<file path="config.mk">
export PLATFORM = sky130hd
export DESIGN_NAME = pwm12_fault_gen
export DESIGN_NICKNAME = d
export VERILOG_FILES = /design/src/rtl/pwm12_pkg.sv /design/src/rtl/pwm12_prescaler.sv /design/src/rtl/pwm12_fault_det.sv /design/src/rtl/pwm12_core.sv /design/src/rtl/pwm12_fault_gen.sv
export SDC_FILE = /design/constraint.sdc
export NUM_CORES = 1
export LEC_CHECK = 0
export CELL_PAD_IN_SITES_DETAIL_PLACEMENT = 1
export CELL_PAD_IN_SITES_GLOBAL_PLACEMENT = 1
export CORE_ASPECT_RATIO = 0.8
export CORE_UTILIZATION = 43
export DETAILED_ROUTE_END_ITERATION = 8
export PLACE_DENSITY = 0.78
export SLEW_MARGIN = 20
export SYNTH_ARGS = -nofsm -noshare
export SYNTH_HDL_FRONTEND = slang
export SYNTH_HIERARCHICAL = 1
export SYNTH_SLANG_ARGS = --single-unit
</file>
<file path="constraint.sdc">
create_clock -name clk -period 2.3 [get_ports clk]
set_input_delay 0.575 -clock clk [delete_from_list [all_inputs] [get_ports clk]]
set_output_delay 0.575 -clock clk [all_outputs]
set_load 0.05 [all_outputs]
</file>
<file path="src/rtl/pwm12_pkg.sv">
// Shared constants and types for the fault-protected pulse generator.
// Assumes a 2-bit register address space and control fields in the low 7 bits.
package pwm12_pkg;

    localparam int ADDR_W = 2;

    localparam logic [ADDR_W-1:0] A_CTRL   = 2'd0;
    localparam logic [ADDR_W-1:0] A_PERIOD = 2'd1;
    localparam logic [ADDR_W-1:0] A_DUTY   = 2'd2;
    localparam logic [ADDR_W-1:0] A_FLAG   = 2'd3;

    // Control field positions
    localparam int B_PORT_LO = 0;
    localparam int B_START   = 2;
    localparam int B_POL     = 3;
    localparam int B_SEL_LO  = 4;
    localparam int B_MODE    = 6;

    typedef enum logic [1:0] {
        PM_GPIO      = 2'b00,
        PM_PULSE     = 2'b01,
        PM_FLT_RISE  = 2'b10,
        PM_FLT_FALL  = 2'b11
    } port_mode_e;

    typedef struct packed {
        logic       oneshot;
        logic [1:0] sel;
        logic       pol;
        port_mode_e pmode;
    } ctrl_t;

endpackage

</file>
<file path="src/rtl/pwm12_prescaler.sv">
// Count-tick prescaler: emits one tick every 2**sel clocks while enabled.
// Assumes clr has priority and that sel is held stable while enabled.
module pwm12_prescaler #(
    parameter int SEL_W = 2
) (
    input  logic             clk,
    input  logic             rst_n,
    input  logic             clr,
    input  logic             en,
    input  logic [SEL_W-1:0] sel,
    output logic             tick
);
    localparam int PS_W = (1 << SEL_W) - 1;

    logic [PS_W-1:0] ps_q;
    logic [PS_W-1:0] limit;

    // Terminal count for the selected division
    always_comb begin
        limit = PS_W'((32'd1 << sel) - 32'd1);
        tick  = en && (ps_q == limit);
    end

    // Prescaler state: clear, wrap on tick, or advance
    always_ff @(posedge clk) begin
        if (!rst_n)      ps_q <= '0;
        else if (clr)    ps_q <= '0;
        else if (en)     ps_q <= tick ? '0 : ps_q + 1'b1;
    end
endmodule

</file>
<file path="src/rtl/pwm12_fault_det.sv">
// Fault line synchronizer and edge detector.
// Assumes fault_in is asynchronous; SYNC flops precede edge detection.
module pwm12_fault_det #(
    parameter int SYNC = 2
) (
    input  logic clk,
    input  logic rst_n,
    input  logic fault_in,
    input  logic enable,
    input  logic falling,
    output logic event_o
);
    logic [SYNC-1:0] sync_q;
    logic            prev_q;

    // Synchronizer chain built stage by stage
    genvar i;
    generate
        for (i = 0; i < SYNC; i++) begin : g_sync
            if (i == 0) begin : g_first
                always_ff @(posedge clk) begin
                    if (!rst_n) sync_q[0] <= 1'b0;
                    else        sync_q[0] <= fault_in;
                end
            end else begin : g_next
                always_ff @(posedge clk) begin
                    if (!rst_n) sync_q[i] <= 1'b0;
                    else        sync_q[i] <= sync_q[i-1];
                end
            end
        end
    endgenerate

    // Previous synchronized level for edge comparison
    always_ff @(posedge clk) begin
        if (!rst_n) prev_q <= 1'b0;
        else        prev_q <= sync_q[SYNC-1];
    end

    // Select the valid edge
    always_comb begin
        if (falling) event_o = enable && prev_q && !sync_q[SYNC-1];
        else         event_o = enable && !prev_q && sync_q[SYNC-1];
    end
endmodule

</file>
<file path="src/rtl/pwm12_core.sv">
// Counter and compare stage: runs, wraps or halts at the period value, and
// flags the active phase while the count is below duty.
// Assumes stop has priority over start, and start over tick.
module pwm12_core #(
    parameter int CNT_W = 12
) (
    input  logic             clk,
    input  logic             rst_n,
    input  logic             stop,
    input  logic             start,
    input  logic             tick,
    input  logic             oneshot,
    input  logic [CNT_W-1:0] period,
    input  logic [CNT_W-1:0] duty,
    output logic             running,
    output logic [CNT_W-1:0] cnt,
    output logic             active
);
    // Run state and counter update
    always_ff @(posedge clk) begin
        if (!rst_n) begin
            running <= 1'b0;
            cnt     <= '0;
        end else if (stop) begin
            running <= 1'b0;
            cnt     <= '0;
        end else if (start) begin
            running <= 1'b1;
            cnt     <= '0;
        end else if (tick) begin
            if (cnt == period) begin
                if (oneshot) running <= 1'b0;
                else         cnt     <= '0;
            end else begin
                cnt <= cnt + 1'b1;
            end
        end
    end

    // Active phase of the waveform
    always_comb active = running && (cnt < duty);
endmodule

</file>
<file path="src/rtl/pwm12_fault_gen.sv">
// Top level: register write port, prescaler, counter/compare, fault latch and
// output polarity. Assumes a single write per cycle and CNT_W >= 7.
module pwm12_fault_gen
    import pwm12_pkg::*;
#(
    parameter int CNT_W = 12,
    parameter int SEL_W = 2,
    parameter int SYNC  = 2
) (
    input  logic              clk,
    input  logic              rst_n,
    input  logic              wr_en,
    input  logic [ADDR_W-1:0] wr_addr,
    input  logic [CNT_W-1:0]  wr_data,
    input  logic              fault_in,
    output logic              pwm_out,
    output logic              fault_irq,
    output logic              gpio_mode,
    output logic [CNT_W-1:0]  ctrl_rd
);
    localparam int PAD_W = CNT_W - 7;

    ctrl_t            ctrl_q;
    logic [CNT_W-1:0] period_q;
    logic [CNT_W-1:0] duty_q;
    logic             flag_q;
    logic             running;
    logic [CNT_W-1:0] cnt;
    logic             active;
    logic             tick;
    logic             fault_ev;
    logic             start_req;
    logic             mode_q;
    logic             wr_ctrl;

    // Decode the write strobes
    always_comb begin
        wr_ctrl   = wr_en && (wr_addr == A_CTRL);
        start_req = wr_ctrl && wr_data[B_START] && !flag_q;
        mode_q    = ctrl_q.oneshot;
    end

    // Control register: accepted only while stopped
    always_ff @(posedge clk) begin
        if (!rst_n) begin
            ctrl_q <= '0;
        end else if (wr_ctrl && !running) begin
            ctrl_q.oneshot <= wr_data[B_MODE];
            ctrl_q.sel     <= wr_data[B_SEL_LO +: SEL_W];
            ctrl_q.pol     <= wr_data[B_POL];
            ctrl_q.pmode   <= port_mode_e'(wr_data[B_PORT_LO +: 2]);
        end
    end

    // Compare values: writable at any time
    always_ff @(posedge clk) begin
        if (!rst_n) begin
            period_q <= '0;
            duty_q   <= '0;
        end else if (wr_en) begin
            if (wr_addr == A_PERIOD) period_q <= wr_data;
            if (wr_addr == A_DUTY)   duty_q   <= wr_data;
        end
    end

    // Sticky fault flag, cleared by writing 0
    always_ff @(posedge clk) begin
        if (!rst_n)                                        flag_q <= 1'b0;
        else if (fault_ev)                                 flag_q <= 1'b1;
        else if (wr_en && wr_addr == A_FLAG && !wr_data[0]) flag_q <= 1'b0;
    end

    pwm12_prescaler #(.SEL_W(SEL_W)) u_pres (
        .clk   (clk),
        .rst_n (rst_n),
        .clr   (fault_ev || start_req),
        .en    (running),
        .sel   (ctrl_q.sel),
        .tick  (tick)
    );

    pwm12_fault_det #(.SYNC(SYNC)) u_fdet (
        .clk      (clk),
        .rst_n    (rst_n),
        .fault_in (fault_in),
        .enable   (ctrl_q.pmode[1]),
        .falling  (ctrl_q.pmode[0]),
        .event_o  (fault_ev)
    );

    pwm12_core #(.CNT_W(CNT_W)) u_core (
        .clk     (clk),
        .rst_n   (rst_n),
        .stop    (fault_ev),
        .start   (start_req),
        .tick    (tick),
        .oneshot (ctrl_q.oneshot),
        .period  (period_q),
        .duty    (duty_q),
        .running (running),
        .cnt     (cnt),
        .active  (active)
    );

    // Pin level, status and readback
    always_comb begin
        gpio_mode = (ctrl_q.pmode == PM_GPIO);
        pwm_out   = (active && !gpio_mode) ^ ctrl_q.pol;
        fault_irq = flag_q;
        ctrl_rd   = {{PAD_W{1'b0}}, ctrl_q.oneshot, ctrl_q.sel, ctrl_q.pol,
                     1'b0, ctrl_q.pmode};
    end
endmodule

</file>
==> results of run 1 <==
[layout make-up]
cell class	instances	area (µm²)
fill	718	2630
multi-input combinational	228	1713
sequential	50	1011
timing repair buffer	50	462.9
tap	81	101.3
clock buffer	6	72.57
inverter	19	71.32
clock inverter	2	37.54
[sequential cells by signal, indices dropped and copies added (netlist names)]
name            count
u_pres/ps_q         3
period_q           12
u_core/running      1
ctrl_rd             5
fault_irq           1
u_core/cnt         12
duty_q             12
u_fdet/sync_q       2
u_fdet/prev_q       1
mode_q              1
[what timing repair did]
action	in CTS	in global routing
pin swaps	7	6
buffers inserted	0	2
setup endpoints to repair	1	8
resized for setup	9	9
endpoints found under the hold margin	0	0
[power by group through the flow]
stage | logic, mW | registers (mW) | clock network, mW
global placement | 0.257 | 0.925 | 0
finish | 0.275 | 0.907 | 0.640
detailed placement | 0.263 | 0.927 | 0
global route | 0.294 | 0.910 | 0.692
CTS | 0.270 | 0.907 | 0.660
floorplan | 0.176 | 0.932 | 0
[metrics by stage]
| stage | cell area (µm²) | utilization (%) | instances |
|---|---|---|---|
| 2_1_floorplan | 2854 | - | 319 |
| 3_3_place_gp | 3252 | 53.31 | 426 |
| 3_5_place_dp | 3252 | 53.31 | 426 |
| 4_1_cts | 3412 | 55.94 | 434 |
| 5_1_grt | 3470 | 56.88 | 436 |
| 6_report | 3470 | 56.88 | 436 |
[layout by cell type (no fill, tap or decap), types with 4 or more instances in the layout]
cell,count
nand2_1,56
dfxtp_1,42
mux2i_1,34
clkdlybuf4s50_1,25
buf_4,23
inv_1,17
nor2_1,16
xnor2_1,11
nand2b_1,9
dfxtp_2,8
ha_1,8
a22oi_2,7
conb_1,6
nand4_1,6
o21ai_0,5
clkbuf_8,5
nand3_1,5
ha_4,5
a21oi_1,4
[layer usage]
| metal | GRT usage (%) | part of all wire (%) |
|---|---|---|
| met5 | 0 | 0 |
| met3 | 4.090 | 2.0 |
| met4 | 10.24 | 2.3 |
| met1 | 26.92 | 45 |
| met2 | 42.95 | 50 |
[worst paths after layout]
check,end,slack (ps)
worst max-delay path,pwm_out,-530
worst min-delay path,u_fdet/sync_q[1]$_SDFF_PN0_,470
worst max register to register,u_core/cnt[7]$_SDFFE_PP0P_,270
worst min register to register,u_fdet/sync_q[1]$_SDFF_PN0_,470
[worst register-to-register path, cell delays in order, from the launching register on]
cell and delay (ps):
dfxtp_1 380, nor4_1 380, nand2b_1 170, a21boi_1 180, buf_4 240, o41ai_4 120, buf_4 180, a22oi_1 200
nor2_1 60
[cells by family (layout without fill, tap and decap cells)]
family	Yosys count	in the layout	share of synthesized area [%]
compound gates	40	40	11.74
xor+xnor	14	14	4.641
fa+ha+maj	13	13	5.801
buf+inv	41	77	7.943
flops	50	50	35.70
mux	36	36	12.94
other cells	1	6	0.1337
simple gates	119	119	21.11
==> results.ini, run 1 <==
[outcome]
status=complete, but fails checks
violations=setup timing

[synthesis]
yosysTopAreaCell=dfxtp_1
yosys_warnings=6
synth_seq_cells=50
synth_top_area_share_pct=35.70
synth_edf_count=0
synth_cells=314
synth_cell_type_count=51
synth_ff_type=dfxtp_1
netlist_top_cells_count=56 x nand2_1, 50 x dfxtp_1, 34 x mux2i_1, 19 x inv_1, 17 x nor2_1
netlist_area_um2=2804
async_reset_ff_share_pct=0
post-synth-top-count-cell=nand2_1
ys_seq_area_share_pct=35.70
netlist_top_cells_area=dfxtp_1 36%, mux2i_1 12%, nand2_1 7.5%, ha_1 5.8%, xnor2_1 3.7%
syn_avg_cell_area_um2=8.930

[power]
p_sw_mw=0.4996
p_clk_share_pct=35.1
leakagePower_nw=1.433
p_int_mw=1.322
p_per_area_nw_per_um2=525.0
switching_share_pct=27.43
p_total_mw=1.822
seq_power_share_pct=49.8
comb_power_share_pct=15.1
ir_drop_uv=252.9

[setup_path]
cp-end-kind=output pin
critPathMaxStageDelay_ps=340
crit_family=compound AO/OA/AOI/OAI gates
crit_chain=inv_2 -> ha_4 -> a21oi_4 -> nor2_2 -> a211oi_2 -> o31ai_2 -> a31oi_1 -> o21ai_2 -> xnor2_4 -> buf_12
worstPathRequired_ps=1730
crit-reg2reg-launch=u_pres/ps_q[2]$_SDFFE_PP0P_
crit_cells=10
crit_path_top_delay_cell=dfxtp_2
worst_ep_arrival_time_ps=2250
crit_buf_inv=2
worstPathMaxFanout=2
startpoint=duty_q[4]$_SDFFE_PN0P_
startpoint_type=register
critPathKind=reg -> out
reg2reg_depth=8

[global_routing]
first_global_vias=2465
overflow=0
grt_usage_pct=23.26
grt_pass1_wl_um=12010
antenna_found_initial=0
grt_max_degree=48

[timing]
max_slew_margin_pct=65.32
fin_skew_ps=14.17
hold_violations=0
max_freq_ghz=0.3539
period_share_pct=122.9
setup_viol=1
grt_setup_unrepaired=true
whs_ps=466.3
maxSlewViolCount=0
tns_ps=-525.7
layout_setup_ws_ps=-525.7
post-route-min-period_ps=2826
worst_slew_pin_slew_ps=518.6

[worst_hold_path]
hp-start=u_fdet/sync_q[0]$_SDFF_PN0_
hold-path-cell-count=1
hp-class=reg -> reg

[floorplan]
io_pins=33
num_rows=25
initial_core_util_pct=45.97
die_area_um2=6849
core-area_um2=6100
die_h_um=74.23
die_width_um=92.28

[placed_design]
port_buffers=26
post-place-ws_ps=-258.1
dpl.hpwl_um=5337
finalWeightedCongestion=0.7761

[cts]
clock-sinks=50
h-tree-depth=2
cts.root.buffer_cell=clkbuf_8
cts_tree=built
hold_buffers=0
worstSkewPairLatency_ps=320
clockBufferDepth=2
clkTransAtPathRegs_ps=90
cts_buffers=5

[routing]
drcViolationCount=0
wl_um=7366
first_iter_violations=56
postRouteAntennaNets=0
wl_per_cell_um=16.89
num_vias=2342
first_pass_iters=4
via_per_inst=5.372

[flow_run]
max_cap_violations=0

[final_layout]
areaGrowthSynthToFinish_pct=23.74
fin_nets=385
drive_gt1_share_pct=19.72
diodes=0

No activity file was read; power rests on OpenSTA's default activity.
==> inputs of run 2 (changes only) <==
--- a/config.mk
+++ b/config.mk
@@ -8,6 +8,7 @@
 export CELL_PAD_IN_SITES_DETAIL_PLACEMENT = 1
 export CELL_PAD_IN_SITES_GLOBAL_PLACEMENT = 1
 export CORE_ASPECT_RATIO = 0.8
+export CORE_MARGIN = 2
 export CORE_UTILIZATION = 43
 export DETAILED_ROUTE_END_ITERATION = 8
 export PLACE_DENSITY = 0.78
==> run 2 against run 1 <==
Effect of this change:
- the run still ends with setup timing left
- flip-flop and latch count is the same
- sequential power about the same
- hold slack got worse by 28 ps
- critical path depth shrank 1
- die area is 4.9% higher
- clock skew decreased by 7.7 ps
- cell count grew 0.69%
- clock power shrank 6.7%
- fmax grew 4.7%
- critical path type unchanged
==> results.ini, run 2 (same netlist as run 1, synthesis figures left out) <==
[timing]
post-route-min-period_ps=2699  ; -126.8 ps
setup_viol=1  ; unchanged
grt_setup_unrepaired=true
period_share_pct=117.3  ; -5.5 points
fin_skew_ps=6.513  ; -7.658 ps
hold_violations=0  ; unchanged
max_slew_margin_pct=66.00  ; +0.68 points
max_freq_ghz=0.3705  ; +4.7%
layout_setup_ws_ps=-399.0  ; +126.8 ps
maxSlewViolCount=0  ; unchanged
worst_slew_pin_slew_ps=503.4  ; -15.23 ps

[power]
p_per_area_nw_per_um2=514.0  ; -2.1%
leakagePower_nw=1.440  ; +0.49%
ir_drop_uv=316.6  ; +25%

[setup_path]
crit_cells=9  ; -1
crit_chain=inv_1 -> ha_4 -> nand3_2 -> buf_4 -> o31ai_1 -> a31oi_1 -> o21ai_2 -> xnor2_4 -> buf_12
startpoint_type=register
worstPathRequired_ps=1730  ; about the same
critPathMaxStageDelay_ps=350  ; about the same
critPathKind=reg -> out
cp-end-kind=output pin
crit_family=compound AO/OA/AOI/OAI gates
reg2reg_slack_ps=240  ; -30 ps
r2r-end=u_core/cnt[6]$_SDFFE_PP0P_
crit_buf_inv=3  ; +1
crit_path_top_delay_cell=dfxtp_1
crit-reg2reg-launch=u_pres/ps_q[2]$_SDFFE_PP0P_
reg2reg_depth=8  ; unchanged
worstPathMaxFanout=2  ; unchanged
worst_ep_arrival_time_ps=2120  ; -130 ps

[global_routing]
antenna_found_initial=0  ; unchanged
grt_max_degree=34  ; -29%
grt_usage_pct=21.31  ; -2.0 points
first_global_vias=2405  ; -2.4%
overflow=0  ; unchanged
grt_pass1_wl_um=11960  ; -0.40%

[final_layout]
mostFrequentLayoutCell=nand2_1
areaGrowthSynthToFinish_pct=23.03
layout_common_cells=56 x nand2_1, 42 x dfxtp_1, 34 x mux2i_1, 25 x clkdlybuf4s50_1, 23 x buf_4
drive_gt1_share_pct=19.44  ; -0.28 points
finalNonFillerCells=439  ; +0.69%
diodes=0  ; unchanged
final_util_pct=54.38  ; -2.5 points
top_regs=duty_q (12), period_q (12), u_core/cnt (12)
fin_nets=385  ; unchanged

[routing]
wl_um=7242  ; -1.7%
postRouteAntennaNets=0  ; unchanged
via_per_inst=5.239  ; -2.5%
first_iter_violations=59  ; +5.4%
first_pass_iters=4  ; unchanged
drcViolationCount=0  ; unchanged
num_vias=2300  ; -1.8%
wl_per_cell_um=16.50  ; -2.4%

[cts]
cts.root.buffer_cell=clkbuf_8
clock-sinks=50  ; unchanged
h-tree-depth=2  ; unchanged
cts_buffers=5  ; unchanged
worstSkewPairLatency_ps=310  ; about the same
clockBufferDepth=2  ; unchanged
cts_tree=built
clkTransAtPathRegs_ps=90  ; about the same

[worst_hold_path]
hold-path-cell-count=1  ; unchanged
hp-start=u_fdet/sync_q[0]$_SDFF_PN0_
hp-class=reg -> reg
min_to=u_fdet/sync_q[1]$_SDFF_PN0_

[floorplan]
die_h_um=76.23  ; +2.7%
die_area_um2=7186  ; +4.9%
io_pins=33  ; unchanged
core-area_um2=6344  ; +4.0%
num_rows=26  ; +4.0%
initial_core_util_pct=44.20  ; -1.8 points
die_width_um=94.28  ; +2.2%

[outcome]
violations=setup timing
status=complete, but fails checks

[placed_design]
dpl.hpwl_um=5299  ; -0.72%
post-place-ws_ps=-180.2  ; +77.85 ps
dp.cells=429  ; +0.70%
finalWeightedCongestion=0.7804  ; +0.55%
port_buffers=26  ; unchanged

[flow_run]
max_cap_violations=0  ; unchanged

-- run 2: how the worst max path moves through the flow --
stage / from / to / slack [ps]
finish: duty_q[7]$_SDFFE_PN0P_ / pwm_out / -400
global route: duty_q[6]$_SDFFE_PN0P_ / pwm_out / -470
CTS: duty_q[4]$_SDFFE_PN0P_ / pwm_out / -450
detailed placement: duty_q[4]$_SDFFE_PN0P_ / pwm_out / -180
global placement: duty_q[4]$_SDFFE_PN0P_ / pwm_out / -100
floorplan: duty_q[4]$_SDFFE_PN0P_ / pwm_out / 10
-- run 2: where the power goes --
group          internal [mW]  switching (mW)
Combinational          0.108           0.161
Clock                  0.304           0.293
Sequential             0.887          0.0191
Total                   1.30           0.474
-- run 2: timing repair --
item                                    in CTS  in global routing
buffers inserted                             1                  1
cloned                                       0                  0
hold buffers                                 0                  0
endpoints found under the setup margin       1                  3
pin swaps                                    4                  2
gates resized for setup                     14                  0
-- run 2: layout make-up --
| class | count | area (µm²) |
|---|---|---|
| sequential | 50 | 1011 |
| inverter | 19 | 71.32 |
| timing repair buffer | 50 | 462.9 |
| multi-input combinational | 228 | 1689 |
| clock buffer | 8 | 110.1 |
| fill | 753 | 2894 |
| tap | 84 | 105.1 |
-- run 2: through the flow --
step           power (mW)  cell area (µm²)  hold slack [ps]  setup TNS (ps)
2_1_floorplan       1.107             2854            405.7               0
3_3_place_gp        1.178             3243            412.1          -98.36
3_5_place_dp        1.186             3243            418.1          -180.2
4_1_cts             1.790             3430            443.0          -450.9
5_1_grt             1.848             3450            475.2          -467.6
6_report            1.773             3450            438.2          -399.0
-- run 2: metal layers --
layer,up-vias,wire (µm),GRT usage [%]
li1,1150,-,-
met1,1120,3321,26.81
met2,21,3698,37.29
met3,9,139,3.858
met4,0,82,5.652
met5,-,0,0
